`src/rtl/regfile_ckpt.sv`:
```
module regfile_ckpt #(
  parameter int NREG = 32,
  parameter int DW   = 32,
  parameter int PCW  = 32,
  localparam int AW  = (NREG > 1) ? $clog2(NREG) : 1
) (
  input  logic           clk,
  input  logic           rst_n,
  input  logic [AW-1:0]  rd_a_addr,
  output logic [DW-1:0]  rd_a_data,
  input  logic [AW-1:0]  rd_b_addr,
  output logic [DW-1:0]  rd_b_data,
  input  logic           wr_en,
  input  logic [AW-1:0]  wr_addr,
  input  logic [DW-1:0]  wr_data,
  input  logic [PCW-1:0] pc_in,
  input  logic           begin_req,
  input  logic           commit_req,
  input  logic           rollback_req,
  output logic           stall,
  output logic           ckpt_done,
  output logic           ckpt_valid,
  output logic           restore_valid,
  output logic [PCW-1:0] restore_pc,
  output logic           err
);

  logic [DW-1:0]  regs   [NREG];
  logic [DW-1:0]  shadow [NREG];
  logic [PCW-1:0] shadow_pc;
  logic [AW-1:0]  idx;
  logic           busy;

  wire end_req = commit_req | rollback_req;
  wire do_rb   = rollback_req & ckpt_valid;
  wire do_cm   = commit_req & ~rollback_req & ckpt_valid;
  wire do_bg   = begin_req & ~end_req & ~stall;
  wire wr_ok   = wr_en & ~stall & ~do_rb;

  assign stall     = busy | ckpt_done;
  assign rd_a_data = regs[rd_a_addr];
  assign rd_b_data = regs[rd_b_addr];

  always_ff @(posedge clk) begin
    if (!rst_n) begin
      busy          <= 1'b0;
      idx           <= '0;
      ckpt_done     <= 1'b0;
      ckpt_valid    <= 1'b0;
      restore_valid <= 1'b0;
      restore_pc    <= '0;
      shadow_pc     <= '0;
      err           <= 1'b0;
    end else begin
      ckpt_done     <= 1'b0;
      restore_valid <= 1'b0;
      err           <= end_req & ~ckpt_valid;
      if (do_bg) begin
        busy       <= 1'b1;
        idx        <= '0;
        ckpt_valid <= 1'b0;
        shadow_pc  <= pc_in;
      end else if (busy) begin
        idx <= idx + 1'b1;
        if (idx == AW'(NREG - 1)) begin
          busy       <= 1'b0;
          ckpt_done  <= 1'b1;
          ckpt_valid <= 1'b1;
        end
      end
      if (do_rb | do_cm) ckpt_valid <= 1'b0;
      if (do_rb) begin
        restore_valid <= 1'b1;
        restore_pc    <= shadow_pc;
      end
    end
  end

  always_ff @(posedge clk) begin
    for (int i = 0; i < NREG; i++) begin
      if (!rst_n) begin
        regs[i]   <= '0;
        shadow[i] <= '0;
      end else begin
        if (do_rb)
          regs[i] <= shadow[i];
        else if (wr_ok && wr_addr == AW'(i))
          regs[i] <= wr_data;
        if (busy && idx == AW'(i))
          shadow[i] <= regs[i];
      end
    end
  end

endmodule

```
`config.mk`:
```
export PLATFORM = sky130hd
export DESIGN_NAME = regfile_ckpt
export DESIGN_NICKNAME = d
export VERILOG_FILES = /design/src/rtl/regfile_ckpt.sv
export SDC_FILE = /design/constraint.sdc
export NUM_CORES = 2
export LEC_CHECK = 0
export BUFFER_PORTS_ARGS = -buffer_cell sky130_fd_sc_hd__buf_2
export CORE_MARGIN = 2
export CORE_UTILIZATION = 41
export DETAILED_ROUTE_END_ITERATION = 10
export MAX_ROUTING_LAYER = met4
export PLACE_DENSITY_LB_ADDON = 0.2
export SYNTH_ARGS = -nofsm -noshare
export SYNTH_HDL_FRONTEND = slang
export SYNTH_SLANG_ARGS = --single-unit
```
`constraint.sdc`:
```
create_clock -name clk -period 5.3 [get_ports clk]
set_clock_uncertainty 0.05 [all_clocks]
set_input_delay 1.06 -clock clk [delete_from_list [all_inputs] [get_ports clk]]
set_output_delay 1.06 -clock clk [all_outputs]
set_load 0.05 [all_outputs]
```
Yosys cells after proc, flatten, opt, wreduce, memory -nomap -nowiden:

Memories as Yosys holds them, arrays and structs flattened.
Cells that the tools add are included.

* mux-type cells: 328
* add/subtract/negate cells: 1
* multiply operators: 0
* shifts and indexed selects: 0
* bitwise gates (word level): 114
* reductions and logical operators: 70
* equality and inequality tests: 62
* div/mod/pow operators: 0
* order comparisons: 0

Operator list (number)
* 32-bit two-way mux: 96
* 1-bit two-way mux: 232
* 5-bit == test, second input constant: 32
* 1-bit bitwise OR: 99
* 5-bit by 4-bit == test with 1-bit output, second input constant: 16
* 1-bit logical AND: 64
* 5-bit by 3-bit == test with 1-bit output, second input constant: 8
* 5-bit by 2-bit == test with 1-bit output, second input constant: 4
* 5-bit by 1-bit == test with 1-bit output, second input constant: 2
* 5-bit logical NOT: 2
* 1-bit bitwise AND: 8
* 1-bit NOT: 7
* 3-bit OR reduction: 2
* 5-bit by 1-bit adder with 5-bit output, second input constant: 1
* 2-bit AND reduction: 1
* 2-bit OR reduction: 1

* bits in writable memories: 2048
* bits in read-only memories: 0
* logic and storage cells: 585
* register bits after elaboration: 74
* memories kept: 2
* bits in latches: 0

Memory list
* regs: depth 32, bits a word 32, read ports 34, clocked after memory_dff 0, wr ports 32, line 28 `logic [DW-1:0] regs [NREG];`
* shadow: depth 32, bits a word 32, read ports 32, clocked after memory_dff 0, wr ports 32, line 29 `logic [DW-1:0] shadow [NREG];`

Depth between registers and ports, before layout:

* depth in word-level cells: 10
* depth in mapped cells: 8

Least setup slack after synthesis:

OpenSTA, ideal clock, no wires.

* path type: input -> register
* start point: input port rst_n
* end point: memory regs[3][0], enable pin
* required time: 4.784 ns
* path slack: 0.505 ns
* arrival: 4.279 ns
* path buffers: 2
* stages: 6
* cell sequence: buf_2 > a21boi_2 > and3_2 > nand3b_2 > buf_2 > o21ai_0

RTL lines
* start: declaration: line 8 `input logic rst_n,`
* end: declaration: line 28

Worst setup path after layout:

* start point: input port rd_a_addr[2]
* end point: output port rd_a_data[4]

* word-level cells in the longest chain between the ends: 1

Ends and longest elaborated chain
* start: declaration: line 9 `input logic [AW-1:0] rd_a_addr,`
* memory 32 x 32 bit
* end: declaration: line 10 `output logic [DW-1:0] rd_a_data,`

Every way passes these cells.

==> out/summary.txt <==
PLACE
------------------------------------------------------------------------------------------
Total instance count after detailed placement ...............................        10400
Final Wtd Congestion ........................................................        0.945
Count of buffers from port buffering ........................................          185
Placement-stage cell area ...................................................    0.107 mm²
Detailed Place HPWL .........................................................    233000 µm

CRITICAL PATH
------------------------------------------------------------------------------------------
Capture point of the critical path .......................................... rd_a_data[4]
Class of the most critical setup path ....................................... primary input to output pin
Critical Path Slowest Stage Cell ............................................      nand3_1
Beginning of the worst register-to-register path ............................         busy
Required @ worst endpoint ...................................................      4190 ps
CP cell instances ........................................................... buf_2 > and2_4 > buf_4 > a21oi_1 > a31oi_2 > nand3_1 > buf_12
Longest individual stage delay on the worst path ............................       700 ps
Depth of the worst register-to-register path ................................            6
Crit end category ...........................................................   output pin
Reg2reg setup slack .........................................................      1780 ps
Total buffers and inverters traversed by the critical path ..................            3
Worst Setup Start Kind ...................................................... primary input
Dominant delay contributor by cell family on the critical path .............. simple AND/OR/NAND/NOR gates
Critical path data arrival time .............................................      4360 ps
Total number of cells along the worst setup path ............................            7
Startpoint of the most critical setup path .................................. rd_a_addr[2]
Endpoint of the lowest-slack register-to-register path ......................  regs[29][7]
Crit Path Max Fanout ........................................................           29

CLOCKING
------------------------------------------------------------------------------------------
CTS Hold Bufs ...............................................................            0
CTS tree ....................................................................          yes
Insertion delay to the later sink of the worst-skew pair ....................       900 ps
Buffer type at the clock tree root ..........................................    clkbuf_16
Post-CTS Repair Setup Buffers ...............................................            0
H-tree levels ...............................................................            4
Clock edge transition at the registers on the reported setup and hold paths .        60 ps
Number of clock sinks seen by CTS ...........................................         2122
Clock tree buffer depth .....................................................            3
Number of buffers added by the clock tree synthesis step ....................          228

RUN STATUS
------------------------------------------------------------------------------------------
Result of the run ........................................................... finished, violations left
Violated checks ............................................................. capacitance limit, setup timing

DRT
------------------------------------------------------------------------------------------
Total iterations of the first detailed-routing run ..........................            6
Detailed-route wire length per cell .........................................      35.7 µm
Vias after detailed routing .................................................        70400
Initial detailed-routing violation count ....................................         9674
Drt drc .....................................................................            0
Detailed-route vias per instance ............................................         6.52
Number of routed nets with antenna violations ...............................            0
Aggregate routed wire length ................................................    386000 µm

FLOORPLAN
------------------------------------------------------------------------------------------
Number of top-level design ports ............................................          186
Area of the die .............................................................    0.246 mm²
Vertical die dimension ......................................................       496 µm
Starting density of the core ................................................        0.413
Std-Cell Rows ...............................................................          180
Die X-Extent ................................................................       496 µm
Total core area .............................................................    0.241 mm²

GLOBAL ROUTING
------------------------------------------------------------------------------------------
Maximum number of pins on one net before global-route repair ................          142
Gr busiest metal ............................................................         met2
Met3 GRT Util ...............................................................       0.0786
Number of antenna violations at the first check in global routing ...........           19
M2 GR Usage .................................................................        0.462
Met1 usage in global routing ................................................        0.415
Number of global-route vias before repair ...................................        67700
Global-route wire length before repair ......................................    536000 µm
Aggregate global-route resource usage .......................................        0.315
Grt total ovfl ..............................................................            0

TIMING
------------------------------------------------------------------------------------------
Achievable Freq .............................................................    0.183 GHz
Slew at the pin closest to its max-slew limit ...............................      1470 ps
Final number of setup-violating endpoints ...................................            1
Ratio of final minimum period to clock period ...............................         1.03
Worst hold margin ...........................................................       359 ps
Final Max Tran Viols ........................................................            0
Unrepaired setup endpoints after global routing .............................           no
Final hold vios .............................................................            0
Max-Slew Margin vs Limit ....................................................       0.0134
Final critical path time including I/O delays and setup .....................      5470 ps
Least setup slack across all paths after layout .............................      -172 ps

SYNTH
------------------------------------------------------------------------------------------
Post-synthesis sequential area ratio ........................................        0.633
Total nets after synthesis ..................................................         7350
Count of different cell masters after synthesis .............................           40
Post-synthesis instance area ................................................   0.0994 mm²
Warnings from Yosys .........................................................            0
Average instance area after synthesis .......................................     13.7 µm²
Seq cells post-synth ........................................................         2122
FFs w/ async S/R, synth .....................................................            0
EDFF count, synth ...........................................................         2048
Synth Instances .............................................................         7259
Main synth FF type ..........................................................     edfxtp_1

PWR
------------------------------------------------------------------------------------------
Power density over the cells ................................................   344 mW/mm²
Max IR drop VDD .............................................................     0.383 mV
Leakage component of the power ..............................................    0.0436 µW
Tot Pwr .....................................................................     39300 µW

CELLS AND AREA
------------------------------------------------------------------------------------------
Post-layout utilization of the core .........................................        0.475
Fraction of final layout cells with drive strength greater than 1 ...........        0.144
Summed area of non-filler cells in the final layout .........................    0.114 mm²
Leading cell types in the layout, fill and taps excluded .................... edfxtp_1, a22o_1, mux2i_1
Final non-filler cell total .................................................        10800
Signed area change from the synthesized netlist to the final layout .........        15.1%
Commonest non-fill, non-tap cell in the layout ..............................     edfxtp_1
Nets@finish .................................................................         7503

MIN PATH
------------------------------------------------------------------------------------------
HP Class .................................................................... primary input to flop

FLOW RUN
------------------------------------------------------------------------------------------
Max Cap Violations ..........................................................            1

-- power breakdown --
group	internal [µW]	switching [µW]	leakage (µW)
Combinational	1000	2540	0.0182
Clock	9340	7110	0.00367
Sequential	18900	369	0.0218
Total	29300	10000	0.0436
-- how the worst min path moves through the flow --
stage | start | endpoint | slack (ps) | cells after the start
3_5_place_dp | restore_pc[19] | restore_pc[19] | 400 | 1
4_1_cts | pc_in[23] | shadow_pc[23] | 300 | 3
6_report | pc_in[23] | shadow_pc[23] | 360 | 3
5_1_grt | pc_in[23] | shadow_pc[23] | 330 | 3
3_3_place_gp | shadow_pc[19] | shadow_pc[19] | 400 | 2
2_1_floorplan | shadow_pc[0] | shadow_pc[0] | 390 | 2
-- what timing repair did --
action                                  in CTS  in global routing
hold endpoints to repair                     0                  0
gates resized for setup                      2                  0
endpoints found under the setup margin       3                  0
-- cells in the mapped netlist, types with 6 or more instances --
library cell,count,area share
nor2b_1,6,0.00038
a31oi_1,64,0.0040
nor2_1,68,0.0026
clkbuf_1,395,0.015
nand2_1,279,0.011
o21ai_0,62,0.0031
dfxtp_1,74,0.015
a22o_1,1184,0.10
a21boi_0,33,0.0025
edfxtp_1,2048,0.62
a22oi_1,192,0.014
buf_1,23,0.00087
ha_1,6,0.00075
mux2i_1,1025,0.10
nor3_1,64,0.0032
buf_2,258,0.013
a21oi_1,193,0.0097
and2_1,1026,0.065
nand3_1,199,0.010
buf_4,18,0.0014
-- state kept, by name, summed over array words and instances (netlist names) --
name	flops
regs	1024
restore_pc	32
shadow_pc	32
idx	5
err	1
ckpt_valid	1
ckpt_done	1
restore_valid	1
shadow	1024
busy	1
-- logic make-up after synthesis --
kind of cell	synth area share
flops	0.633
compound gates	0.138
simple gates	0.0938
mux	0.103
buf+inv	0.0303
fa+ha+maj	0.000755
xor+xnor	0.000264
-- per-layer routing --
metal | vias to the layer above | wire (µm)
li1 | 28300 | -
met1 | 36700 | 153000
met2 | 4586 | 171000
met3 | 780 | 42200
met4 | 0 | 19300
met5 | - | 0
-- final cells by class --
type                            instances  area [µm²]
Antenna cell                           13        32.5
Clock buffer                          279        5990
Clock inverter                        139        1530
Fill cell                           20900      126000
Inverter                                4        15.0
Multi-Input combinational cell       4440       34500
Sequential cell                      2122       63000
Tap cell                             3185        3990
Timing Repair Buffer                  616        5360
-- stage by stage --
| step | setup slack, ps | setup TNS, ps |
|---|---|---|
| floorplan | 505 | 0 |
| global placement | -523 | -663 |
| detailed placement | -503 | -582 |
| CTS | 27.3 | 0 |
| global route | 92.4 | 0 |
| finish | -172 | -172 |
-- worst reg2reg max path, stage by stage, from the launching register on --
cell and delay, ps:
dfxtp_1 360, nor2_1 230, and3_2 450, nand3_2 410, buf_4 370, o21ai_4 790, buf_4 480
(Power assumes the default switching activity.)
